**config.mk**
```make
export PLATFORM = sky130hd
export DESIGN_NAME = lifo_reverse_path
export DESIGN_NICKNAME = d
export VERILOG_FILES = /design/src/rtl/lifo_rev_pkg.sv /design/src/rtl/lifo_stack.sv /design/src/rtl/xfer_ctl.sv /design/src/rtl/lifo_reverse_path.sv
export SDC_FILE = /design/constraint.sdc
export NUM_CORES = 1
export LEC_CHECK = 0
export BUFFER_PORTS_ARGS = -buffer_cell sky130_fd_sc_hd__buf_2
export CAP_MARGIN = 10
export CORE_UTILIZATION = 30
export CTS_CLUSTER_DIAMETER = 200
export DETAILED_ROUTE_END_ITERATION = 16
export HOLD_SLACK_MARGIN = 0.08
export RECOVER_POWER = 100
export SYNTH_ARGS = -nofsm -noshare
export SYNTH_HDL_FRONTEND = slang
export SYNTH_SLANG_ARGS = --single-unit
export TNS_END_PERCENT = 10
```
**constraint.sdc**
```tcl
create_clock -name clk -period 3.5 [get_ports clk]
set_clock_uncertainty 0.15 [all_clocks]
set_input_delay 0.175 -clock clk [delete_from_list [all_inputs] [get_ports clk]]
set_output_delay 0.175 -clock clk [all_outputs]
set_load 0.03 [all_outputs]
```
**src/rtl/lifo_rev_pkg.sv**
```systemverilog
package lifo_rev_pkg;

    localparam int DEF_DATA_W = 10;
    localparam int DEF_DEPTH  = 16;

    // Registered control inputs of one cycle
    typedef struct packed {
        logic freeze;
        logic xfer;
    } ctl_t;

    // Which of the two stacks is meant
    typedef enum logic {
        BANK0 = 1'b0,
        BANK1 = 1'b1
    } bank_e;

    function automatic bank_e other_bank(input bank_e b);
        return (b == BANK0) ? BANK1 : BANK0;
    endfunction

endpackage

```
**src/rtl/lifo_stack.sv**
```systemverilog
module lifo_stack #(
    parameter int DATA_W = 10,
    parameter int DEPTH  = 16,
    localparam int CNT_W = $clog2(DEPTH + 1),
    localparam int IDX_W = $clog2(DEPTH)
) (
    input  logic              clk,
    input  logic              rst,
    input  logic              clr,
    input  logic              push,
    input  logic              pop,
    input  logic [DATA_W-1:0] wr_data,
    output logic [DATA_W-1:0] top_data,
    output logic              empty,
    output logic [CNT_W-1:0]  level
);

    logic [DATA_W-1:0] mem [DEPTH];
    logic [CNT_W-1:0]  cnt_q;
    logic [CNT_W-1:0]  base;
    logic [CNT_W-1:0]  cnt_d;
    logic [CNT_W-1:0]  top_idx;
    logic              do_write;

    // A clear restarts the stack; a push in the same cycle lands in slot 0
    always_comb begin
        base     = clr ? '0 : cnt_q;
        do_write = push && (base < CNT_W'(DEPTH));
        cnt_d    = base;
        if (do_write)
            cnt_d = base + 1'b1;
        else if (pop && (base != '0))
            cnt_d = base - 1'b1;
    end

    always_ff @(posedge clk) begin
        if (rst)
            cnt_q <= '0;
        else
            cnt_q <= cnt_d;
    end

    always_ff @(posedge clk) begin
        if (do_write)
            mem[base[IDX_W-1:0]] <= wr_data;
    end

    assign top_idx  = cnt_q - 1'b1;
    assign empty    = (cnt_q == '0);
    assign top_data = empty ? '0 : mem[top_idx[IDX_W-1:0]];
    assign level    = cnt_q;

endmodule

```
**src/rtl/xfer_ctl.sv**
```systemverilog
module xfer_ctl
    import lifo_rev_pkg::*;
(
    input  logic  clk,
    input  logic  rst,
    input  logic  xfer_q,
    output logic  swap,
    output bank_e sel_q,
    output bank_e recv_bank
);

    logic xfer_prev;

    always_ff @(posedge clk) begin
        if (rst) begin
            xfer_prev <= 1'b0;
            sel_q     <= BANK0;
        end else begin
            xfer_prev <= xfer_q;
            if (swap)
                sel_q <= other_bank(sel_q);
        end
    end

    // Only a high-to-low step of the registered control exchanges the roles
    assign swap      = xfer_prev & ~xfer_q;
    assign recv_bank = swap ? other_bank(sel_q) : sel_q;

endmodule

```
**src/rtl/lifo_reverse_path.sv**
```systemverilog
module lifo_reverse_path
    import lifo_rev_pkg::*;
#(
    parameter int DATA_W = DEF_DATA_W,
    parameter int DEPTH  = DEF_DEPTH,
    localparam int CNT_W = $clog2(DEPTH + 1)
) (
    input  logic              clk,
    input  logic              rst,
    input  logic [DATA_W-1:0] fwd_sample,
    input  logic              freeze,
    input  logic              xfer,
    output logic [DATA_W-1:0] rev_sample,
    output logic              rev_empty_read
);

    ctl_t              ctl_q;
    logic [DATA_W-1:0] din_q;
    logic              frz_q;
    logic              swap;
    bank_e             sel_q;
    bank_e             recv_bank;
    bank_e             send_bank;
    logic              send_idx;
    logic              sel_idx;

    logic [DATA_W-1:0] top_w   [2];
    logic [CNT_W-1:0]  level_w [2];
    logic [1:0]        empty_w;
    logic [CNT_W-1:0]  recv_level;

    // Input register stage; freeze comes out of reset asserted
    always_ff @(posedge clk) begin
        if (rst) begin
            ctl_q <= '{freeze: 1'b1, xfer: 1'b0};
            din_q <= '0;
        end else begin
            ctl_q <= '{freeze: freeze, xfer: xfer};
            din_q <= fwd_sample;
        end
    end

    assign frz_q = ctl_q.freeze;

    xfer_ctl u_xfer (
        .clk       (clk),
        .rst       (rst),
        .xfer_q    (ctl_q.xfer),
        .swap      (swap),
        .sel_q     (sel_q),
        .recv_bank (recv_bank)
    );

    assign send_bank = other_bank(recv_bank);
    assign send_idx  = send_bank;
    assign sel_idx   = sel_q;

    for (genvar b = 0; b < 2; b++) begin : g_bank
        localparam bank_e BANK_ID = bank_e'(b);
        lifo_stack #(
            .DATA_W (DATA_W),
            .DEPTH  (DEPTH)
        ) u_stack (
            .clk      (clk),
            .rst      (rst),
            .clr      (swap && (recv_bank == BANK_ID)),
            .push     (!frz_q && (recv_bank == BANK_ID)),
            .pop      (!frz_q && (send_bank == BANK_ID)),
            .wr_data  (din_q),
            .top_data (top_w[b]),
            .empty    (empty_w[b]),
            .level    (level_w[b])
        );
    end

    assign recv_level = level_w[sel_idx];

    // Output register: replay stack top, or zero with the empty flag
    always_ff @(posedge clk) begin
        if (rst) begin
            rev_sample     <= '0;
            rev_empty_read <= 1'b0;
        end else if (!frz_q) begin
            rev_sample     <= empty_w[send_idx] ? '0 : top_w[send_idx];
            rev_empty_read <= empty_w[send_idx];
        end
    end

endmodule


```
==> results of run 1 <==
[kinds of logic (layout without fill, tap and decap cells)]
logic type / after synthesis / count (layout) / share of synthesized area, %
mux: 102 / 102 / 14.67
flops: 355 / 355 / 73.53
compound gates: 63 / 63 / 3.043
buf+inv: 45 / 166 / 1.686
simple gates: 152 / 152 / 5.193
fa+ha+maj: 14 / 14 / 1.249
xor+xnor: 8 / 8 / 0.6336
[per-stage QoR]
step                      hold slack, ns  instances  instance area, um^2  util (%)  worst slack, ns
final                             0.2433       1460                16300     35.60           0.2528
after CTS                         0.2160       1460                16400     35.83           0.4385
after floorplan                  0.09661        739                14020         -           0.3990
after detailed placement          0.2314       1371                15040     32.87           0.4548
after global placement            0.2237       1371                15040     32.87           0.4740
after global routing              0.2540       1460                16300     35.60           0.1068
[per-layer routing]
layer  vias to the layer above  GRT usage (%)
met2                       197          20.58
li1                       3149              -
met3                        43          2.603
met5                         -              0
met1                      3722          18.82
met4                         0          3.986
[where the power goes]
part	internal [mW]	total [mW]	switching (mW)
logic	0.898	2.00	1.10
clock network	2.14	3.71	1.57
registers	4.69	4.76	0.0653
total	7.73	10.5	2.74
[final cells by class]
cell class,count,area (um^2)
Tap cell,600,750.7
Clock buffer,48,1020
Inverter,13,48.80
Multi-Input combinational cell,339,3486
Sequential cell,355,10310
Timing Repair Buffer,85,553.0
Clock inverter,20,127.6
Fill cell,4232,29480
[synth_stat cells (2+ instances only)]
cell,number
sky130_fd_sc_hd__edfxtp_1,320
sky130_fd_sc_hd__mux4_2,75
sky130_fd_sc_hd__nand2_1,54
sky130_fd_sc_hd__dfxtp_1,35
sky130_fd_sc_hd__nor2_1,35
sky130_fd_sc_hd__a21oi_1,25
sky130_fd_sc_hd__mux2i_1,21
sky130_fd_sc_hd__nor2b_1,19
sky130_fd_sc_hd__ha_1,14
sky130_fd_sc_hd__clkbuf_1,13
sky130_fd_sc_hd__inv_1,12
sky130_fd_sc_hd__o22ai_1,10
sky130_fd_sc_hd__a2111o_1,9
sky130_fd_sc_hd__and3_1,9
sky130_fd_sc_hd__and2_1,7
sky130_fd_sc_hd__nor3_1,7
sky130_fd_sc_hd__o21ai_0,7
sky130_fd_sc_hd__mux4_1,6
sky130_fd_sc_hd__buf_2,5
sky130_fd_sc_hd__buf_4,5
sky130_fd_sc_hd__nand2b_1,5
sky130_fd_sc_hd__xnor2_1,5
sky130_fd_sc_hd__buf_6,4
sky130_fd_sc_hd__buf_1,3
sky130_fd_sc_hd__nor4_1,3
sky130_fd_sc_hd__o31a_1,3
sky130_fd_sc_hd__a31oi_1,2
sky130_fd_sc_hd__nand3_1,2
sky130_fd_sc_hd__nand3b_1,2
sky130_fd_sc_hd__o311a_1,2
sky130_fd_sc_hd__or2_2,2
sky130_fd_sc_hd__xor2_1,2
[registers in the layout, summed over array words and instances (netlist names), 10 cells and up]
signal	flops
g_bank.u_stack.mem	320
din_q	10
g_bank.u_stack.level	10
rev_sample	10
[final timing paths]
path / from / to / slack, ns
max: u_xfer.xfer_prev$_SDFF_PP0_ / g_bank[0].u_stack.mem[2][0]$_DFFE_PP_ / 0.25
max reg2reg: u_xfer.xfer_prev$_SDFF_PP0_ / g_bank[0].u_stack.mem[2][0]$_DFFE_PP_ / 0.25
min reg2reg: ctl_q[0]$_SDFF_PP0_ / u_xfer.xfer_prev$_SDFF_PP0_ / 0.34
min: freeze / frz_q$_SDFF_PP1_ / 0.24
[critical path, stage by stage, from the launching register on]
cell and delay, ns:
sky130_fd_sc_hd__dfxtp_1 0.29, sky130_fd_sc_hd__nor2b_1 0.14, sky130_fd_sc_hd__ha_1 0.42, sky130_fd_sc_hd__nor2b_1 0.42, sky130_fd_sc_hd__and2_0 0.66, sky130_fd_sc_hd__nand2_1 0.11, sky130_fd_sc_hd__nor2_1 0.12, sky130_fd_sc_hd__clkbuf_1 0.54
[what timing repair did]
| item | 4_1_cts | 5_1_grt |
|---|---|---|
| endpoints found under the hold margin | 23 | 0 |
| hold buffers | 21 | 0 |
| endpoints found under the setup margin | 0 | 0 |
==> impl_metrics.yaml, run 1 <==
run_status:
  run_status: "complete, but fails checks"
  failed_checks: "capacitance limit, slew limit"
synth:
  ys_seq_area_share_pct: 73.53
  total_nets_after_synthesis: 767
  yosys_register_bits: 355
  post_synth_inst_count: 739
  postSynthAreaPerCell_um2: 18.97
  synth_top_area_cell: "sky130_fd_sc_hd__edfxtp_1"
  synth-edff-count: 320
  yosys_warnings: 0
  synth.distinct_cells: 48
  synth.area.top_cells: "sky130_fd_sc_hd__edfxtp_1 69%, sky130_fd_sc_hd__mux4_2 12%, sky130_fd_sc_hd__dfxtp_1 5.0%, sky130_fd_sc_hd__mux2i_1 1.5%, sky130_fd_sc_hd__nand2_1 1.4%"
  synth-async-reset-ratio_pct: 0
  synth_top_area_share_pct: 68.53
  synth-main-ff-cell: "sky130_fd_sc_hd__edfxtp_1"
  syn-cell-area_um2: 14020
global_routing:
  grt_start_max_net_pins: 34
  grt_pass1_wl_mm: 46.67
  grt_overflow: 0
  antenna_violations_before_repair: 0
  track_usage_pct: 13.29
  first_global_vias: 7122
finish:
  finish.net_count: 860
  area.growth.synth_to_final_pct: 16.21
  layout_commonest_cell: "sky130_fd_sc_hd__edfxtp_1"
  drive_gt1_share_pct: 20.00
  layout.cells.most_common_list: "320 x sky130_fd_sc_hd__edfxtp_1, 75 x sky130_fd_sc_hd__mux4_2, 54 x sky130_fd_sc_hd__nand2_1"
  n_diodes: 0
drt:
  wirelength_mm: 31.19
  drt-wirelength-per-cell_um: 21.36
  via_per_inst: 4.871
  dr_total_vias: 7111
  top_layer: "met4"
  drc_errors: 0
  met1Wirelength_mm: 14.18
  detailroute.wirelength.met3_mm: 1.577
  detailedRoute.firstIterationViolations: 779
  drt_pass1_iterations: 5
  dr_wl_met2_mm: 14.71
  route.antenna.remaining_nets: 0
job:
  maxCapViolations: 5
power:
  power.ir.vdd_worst_mv: 0.4380
  totalPowerFinal_mw: 10.47
  p_leak_nw: 5.396
  p_per_area_nw_per_um2: 642.7
timing:
  setup-tns-final_ns: 0
  timing.final.setup_violations: 0
  maxSlewHeadroom_pct: -13.26
  timing_max_transition_violations_final: 161
  rsz_0062_raised_after_global_routing: "false"
  finalHoldViolations: 0
  timing.fmax_mhz: 308.0
  finalCritPeriodShare_pct: 92.78
  finalWorstPathRequiredPeriod_ns: 3.247
  tightestPinTransition_ns: 1.699
worst_setup_path:
  reg2reg_depth: 7
  critical_path.max_fanout: 16
  critical_path_launch_point_type: "register"
  data_required_time_at_the_worst_endpoint_ns: 3.49
  timing.critical_path.arrival_ns: 3.24
  worstSetupEndpointType: "register"
  timing.setup.critical_path_class: "reg -> reg"
clock_tree:
  cts_root_buf: "sky130_fd_sc_hd__clkbuf_16"
  htree_levels: 2
  cts.clk_slew.worst_paths_ns: 0.06
  ctsResizeCount: 0
  post_cts_setup_buffer_count: 0
  cts.sinks: 355
  clk_path_buf_depth: 3
  tritoncts_clock_tree: "done"
  insertion_delay_ns: 0.53
  numCtsBuffers: 38
floorplanning:
  core_region_area_um2: 45770
  y_dimension_of_the_die_um: 218.2
  die_x_um: 218.2
  floorplan.die_area_um2: 47610
  initial_core_util_pct: 30.64
  pin_count: 25
  rows: 78
place:
  gp_congestion: 0.8289
  post_dp_hpwl_mm: 19.42
  io_buffers: 24
hold_path:
  timing.hold.worst.class: "in -> reg"
  min_delay_path_depth: 3
Note: power is estimated with default switching activity, not from simulation.
==> inputs of run 2 (changes only) <==
--- a/config.mk
+++ b/config.mk
@@ -11,7 +11,7 @@
 export CTS_CLUSTER_DIAMETER = 200
 export DETAILED_ROUTE_END_ITERATION = 16
 export HOLD_SLACK_MARGIN = 0.08
-export RECOVER_POWER = 100
+export RECOVER_POWER = 25
 export SYNTH_ARGS = -nofsm -noshare
 export SYNTH_HDL_FRONTEND = slang
 export SYNTH_SLANG_ARGS = --single-unit
==> run 2 against run 1 <==
  * The run still ends with capacitance limit, slew limit left
  * Design area is 0.50% higher
  * Global-route usage stayed put
  * Sequential power hardly changed
  * Combinational power hardly changed
  * Non-clock buffer count stayed put
  * Wire length is 0.23% lower
  * Register-to-register slack better by 0.22 ns
  * Critical path type unchanged
  * Largest power group unchanged
  * Highest routed layer unchanged
==> impl_metrics.yaml, run 2 (synthesized netlist as in run 1, its figures left out) <==
run_status:
  run_status: "complete, but fails checks"
  failed_checks: "capacitance limit, slew limit"
finish:
  area.growth.synth_to_final_pct: 16.79
  layoutNonFillerInstCount: 1460
  layout.cells.most_common_list: "320 x sky130_fd_sc_hd__edfxtp_1, 75 x sky130_fd_sc_hd__mux4_2, 54 x sky130_fd_sc_hd__nand2_1"
  final.fill_count: 4213
  fin_area_um2: 16380
  finish.net_count: 860
  drive_gt1_share_pct: 22.67
  largest_reg_flops: 320
  n_diodes: 0
  layout_commonest_cell: "sky130_fd_sc_hd__edfxtp_1"
  finish.utilization_pct: 35.78
drt:
  via_per_inst: 4.871
  drt_pass1_iterations: 4
  wirelength_mm: 31.11
  drc_errors: 0
  drt-wirelength-per-cell_um: 21.31
  route.antenna.remaining_nets: 0
  dr_total_vias: 7112
  detailedRoute.firstIterationViolations: 721
clock_tree:
  cts.clk_slew.worst_paths_ns: 0.06
  insertion_delay_ns: 0.53
  cts.sinks: 355
  numCtsBuffers: 38
  htree_levels: 2
  tritoncts_clock_tree: "done"
  post_cts_setup_buffer_count: 0
  clk_path_buf_depth: 3
  cts_root_buf: "sky130_fd_sc_hd__clkbuf_16"
power:
  p_leak_nw: 5.501
  comb_power_share_pct: 19.2
  totalPowerFinal_mw: 10.48
  seq_power_share_pct: 45.4
  internal_power_mw: 7.739
  power.ir.vdd_worst_mv: 0.4365
  power.share.clock_pct: 35.4
  power.switching_mw: 2.742
  p_per_area_nw_per_um2: 640.0
  sw_frac_of_total_pct: 26.16
worst_setup_path:
  worstSetupEndpointType: "register"
  worst-r2r-setup-slack_ns: 0.47
  timing.setup.critical_path_class: "reg -> reg"
  cp_num_buf_inv: 2
  timing.critical_path.arrival_ns: 3.28
  critical_path.max_fanout: 22
  critical_path_launch_point_type: "register"
  crit_path_cell_trace: "buf_4 -> buf_4 -> nor3_1 -> xnor2_1 -> nand3b_1 -> a21oi_1 -> a2111o_1"
  timing.critical_path.slowest_stage_cell: "sky130_fd_sc_hd__nand3b_1"
  cp_common_cell: "sky130_fd_sc_hd__buf_4"
  max_stage_delay_ns: 0.49
  data_required_time_at_the_worst_endpoint_ns: 3.76
  worst_path_dominant_cell_family: "buffers and inverters"
hold_path:
  timing.hold.worst.class: "in -> reg"
floorplanning:
  rows: 78
  y_dimension_of_the_die_um: 218.2
  initial_core_util_pct: 30.64
  die_x_um: 218.2
  floorplan.die_area_um2: 47610
  core_region_area_um2: 45770
  pin_count: 25
timing:
  finalWorstPathRequiredPeriod_ns: 3.026
  timing_max_transition_violations_final: 161
  setup-tns-final_ns: 0
  tightestPinTransition_ns: 1.688
  whs_ns: 0.2445
  finalHoldViolations: 0
  rsz_0062_raised_after_global_routing: "false"
  setup_slack_ns: 0.4743
  timing.fmax_mhz: 330.5
  finalCritPeriodShare_pct: 86.45
  timing.final.setup_violations: 0
  maxSlewHeadroom_pct: -12.52
place:
  dpl_cell_area_um2: 15040
  post_dp_hpwl_mm: 19.42
  io_buffers: 24
  numPlacedInstances: 1371
  gp_congestion: 0.8289
  pre_cts_slack_ns: 0.4548
global_routing:
  track_usage_pct: 13.29
  grt_pass1_wl_mm: 46.67
  grt_start_max_net_pins: 34
  antenna_violations_before_repair: 0
  first_global_vias: 7122
  grt_overflow: 0
job:
  maxCapViolations: 5
## run 2: cell types whose count changed in the layout (fill, tap and decap cells not counted)
cell and change:
sky130_fd_sc_hd__buf_4 +22, sky130_fd_sc_hd__and2_0 -6, sky130_fd_sc_hd__dfxtp_2 +2, sky130_fd_sc_hd__and2_1 +6, sky130_fd_sc_hd__dfxtp_1 -2, sky130_fd_sc_hd__clkbuf_2 -11
sky130_fd_sc_hd__clkbuf_4 -1, sky130_fd_sc_hd__clkbuf_1 -21, sky130_fd_sc_hd__buf_2 +11
## run 2: power groups by stage
stage | logic (mW) | registers (mW) | clock network, mW
after global placement | 1.99 | 4.85 | 0
final | 2.01 | 4.76 | 3.71
after CTS | 2.04 | 4.76 | 3.78
after floorplan | 1.42 | 4.87 | 0
after detailed placement | 2.01 | 4.85 | 0
after global routing | 2.17 | 4.76 | 3.93
## run 2: path summary, 6_finish.rpt
| path | from | end | cells past startpoint |
|---|---|---|---|
| max reg2reg | g_bank[0].u_stack.level[0]$_SDFF_PP0_ | rev_sample[3]$_SDFFE_PP0N_ | 7 |
| min reg2reg | ctl_q[0]$_SDFF_PP0_ | u_xfer.xfer_prev$_SDFF_PP0_ | 1 |
| min | freeze | frz_q$_SDFF_PP1_ | 3 |
| max | g_bank[0].u_stack.level[0]$_SDFF_PP0_ | rev_sample[3]$_SDFFE_PP0N_ | 7 |
## run 2: routing by layer
metal | wire (um) | GRT usage [%] | up-vias
li1 | - | - | 3146
met3 | 1643 | 2.603 | 46
met2 | 14510 | 20.58 | 199
met1 | 14110 | 18.82 | 3721
met4 | 844 | 3.986 | 0
met5 | 0 | 0 | -
## run 2: repair_timing
| action | 4_1_cts | 5_1_grt |
|---|---|---|
| hold buffers | 21 | 0 |
| gates resized for setup | 0 | 0 |
| endpoints found under the hold margin | 23 | 0 |
## run 2: final cells by class
| type | instances | area (um^2) | area share, % |
|---|---|---|---|
| Clock buffer | 48 | 1020 | 6.227 |
| Inverter | 13 | 48.80 | 0.2980 |
| Timing Repair Buffer | 85 | 631.9 | 3.858 |
| Multi-Input combinational cell | 339 | 3486 | 21.28 |
| Tap cell | 600 | 750.7 | 4.584 |
| Clock inverter | 20 | 127.6 | 0.7793 |
| Sequential cell | 355 | 10310 | 62.97 |
## run 2: worst min-delay path, cell delays in order
cell,delay (ns)
sky130_fd_sc_hd__dlygate4sd3_1,0.53
sky130_fd_sc_hd__buf_2,0.09
sky130_fd_sc_hd__or2_2,0.10
==> inputs of run 3 (changes only) <==
--- a/config.mk
+++ b/config.mk
@@ -11,6 +11,7 @@
 export CTS_CLUSTER_DIAMETER = 200
 export DETAILED_ROUTE_END_ITERATION = 16
 export HOLD_SLACK_MARGIN = 0.08
+export PLACE_DENSITY = 0.56
 export RECOVER_POWER = 25
 export SYNTH_ARGS = -nofsm -noshare
 export SYNTH_HDL_FRONTEND = slang
==> run 3 against run 2 <==
  * The run still ends with capacitance limit, slew limit left
  * Design area grew 0.60%
  * Register-to-register slack lost 0.03 ns
  * Clock power rose by 5.7%
  * Fmax shrank 0.88%
  * Cell count up 0.27%
  * Power up 2.1%
  * Critical path depth down 2
  * Sequential power about the same
  * Die area stayed put
  * Utilization up 0.22 points
  * Worst setup slack got worse by 0.027 ns
  * Wire length is 1.3% lower
  * Largest power group unchanged
==> impl_metrics.yaml, run 3 (synthesized netlist as in run 1, its figures left out) <==
run_status:
  run_status: "complete, but fails checks"
  failed_checks: "capacitance limit, slew limit"
power:
  p_leak_nw: 5.556
  power.ir.vdd_worst_mv: 0.3496
  totalPowerFinal_mw: 10.70
  p_per_area_nw_per_um2: 649.7
drt:
  drt_pass1_iterations: 5
  top_layer: "met4"
  via_per_inst: 4.788
  drc_errors: 0
  met1Wirelength_mm: 14.10
  dr_wl_met2_mm: 14.41
  drt-wirelength-per-cell_um: 20.97
  route.antenna.remaining_nets: 0
  wirelength_mm: 30.70
  detailedRoute.firstIterationViolations: 601
  dr_total_vias: 7009
  detailroute.wirelength.met3_mm: 1.457
clock_tree:
  tritoncts_clock_tree: "done"
  postCtsHoldBufs: 24
  htree_levels: 2
  post_cts_setup_buffer_count: 0
  cts.sinks: 355
  ctsResizeCount: 0
  cts_root_buf: "sky130_fd_sc_hd__clkbuf_16"
  insertion_delay_ns: 0.53
  cts.clk_slew.worst_paths_ns: 0.06
  clk_path_buf_depth: 3
  numCtsBuffers: 38
floorplanning:
  y_dimension_of_the_die_um: 218.2
  die_x_um: 218.2
  rows: 78
  core_region_area_um2: 45770
  floorplan.die_area_um2: 47610
  initial_core_util_pct: 30.64
  pin_count: 25
worst_setup_path:
  data_required_time_at_the_worst_endpoint_ns: 3.50
  max_stage_delay_ns: 0.63
  cp_common_cell: "sky130_fd_sc_hd__nor2b_1"
  timing.critical_path.slowest_stage_cell: "sky130_fd_sc_hd__and3_1"
  reg2reg_depth: 5
  crit_path_cell_trace: "nor2b_1 -> ha_1 -> nor2b_1 -> and2_1 -> and3_1"
  timing.critical_path.arrival_ns: 3.05
  worstSetupEndpointType: "register"
  critical_path_launch_point_type: "register"
  critical_path.max_fanout: 16
  timing.setup.critical_path_class: "reg -> reg"
place:
  numPlacedInstances: 1370
  io_buffers: 24
  gp_congestion: 0.8055
  post_dp_hpwl_mm: 19.37
  dpl_cell_area_um2: 15020
job:
  maxCapViolations: 5
finish:
  layoutNonFillerInstCount: 1464
  final.fill_count: 4175
  finish.net_count: 862
  largest_reg_flops: 320
  layout_commonest_cell: "sky130_fd_sc_hd__edfxtp_1"
  n_diodes: 0
  layout.cells.most_common_list: "320 x sky130_fd_sc_hd__edfxtp_1, 75 x sky130_fd_sc_hd__mux4_2, 54 x sky130_fd_sc_hd__nand2_1"
  drive_gt1_share_pct: 22.92
  fin_area_um2: 16480
  area.growth.synth_to_final_pct: 17.50
timing:
  finalHoldViolations: 0
  finalCritPeriodShare_pct: 87.22
  timing.final.setup_violations: 0
  timing.fmax_mhz: 327.6
  maxSlewHeadroom_pct: -17.76
  finalWorstPathRequiredPeriod_ns: 3.053
  setup-tns-final_ns: 0
  timing_max_transition_violations_final: 165
  tightestPinTransition_ns: 1.766
  rsz_0062_raised_after_global_routing: "false"
global_routing:
  track_usage_pct: 13.18
  grt_overflow: 0
  antenna_violations_before_repair: 0
  grt_pass1_wl_mm: 46.40
  first_global_vias: 7230
  grt_start_max_net_pins: 44
hold_path:
  min_delay_path_depth: 3
  timing.hold.worst.class: "in -> reg"
run 3: stage by stage:
step                util (%)  setup WS [ns]  hold slack [ns]
finish                 36.00         0.4474           0.2369
global route           36.00         0.2755           0.2435
CTS                    36.04         0.4877           0.2202
detailed placement     32.82         0.4976           0.2265
global placement       32.82         0.5419           0.2194
floorplan                  -         0.3990          0.09661
run 3: where the power goes:
group	internal [mW]	total, mW	switching, mW
registers	4.69	4.76	0.0694
logic	0.916	2.02	1.10
clock network	2.33	3.92	1.59
total	7.94	10.7	2.77
run 3: worst paths after layout:
path | from | to | slack [ns]
worst max-delay path | u_xfer.xfer_prev$_SDFF_PP0_ | g_bank[0].u_stack.mem[6][6]$_DFFE_PP_ | 0.45
worst min-delay path | freeze | frz_q$_SDFF_PP1_ | 0.24
worst max register to register | u_xfer.xfer_prev$_SDFF_PP0_ | g_bank[0].u_stack.mem[6][6]$_DFFE_PP_ | 0.45
worst min register to register | ctl_q[0]$_SDFF_PP0_ | u_xfer.xfer_prev$_SDFF_PP0_ | 0.33
run 3: metal layers:
layer,vias up,GRT usage [%]
met5,-,0
met4,0,4.196
met3,50,2.074
met2,160,20.86
met1,3643,18.54
li1,3156,-
run 3: critical path: cells and delay by family, from the launching register on:
| kind | cells | cell delay (ns) |
|---|---|---|
| adder cells (fa/ha/maj) | 1 | 0.41 |
| AND/OR/NAND/NOR | 4 | 1.83 |
| flip-flops | 1 | 0.29 |
run 3: layout make-up:
type                    instances  area (um^2)  share of cell area, %
clock buffers                  51         1084                  6.577
clock inverters                19        148.9                 0.9037
inverters                      13        48.80                 0.2962
multi-input cells             339         3486                  21.16
flip-flops and latches        355        10310                  62.59
well taps                     600        750.7                  4.557
repair buffers                 87        645.6                  3.919
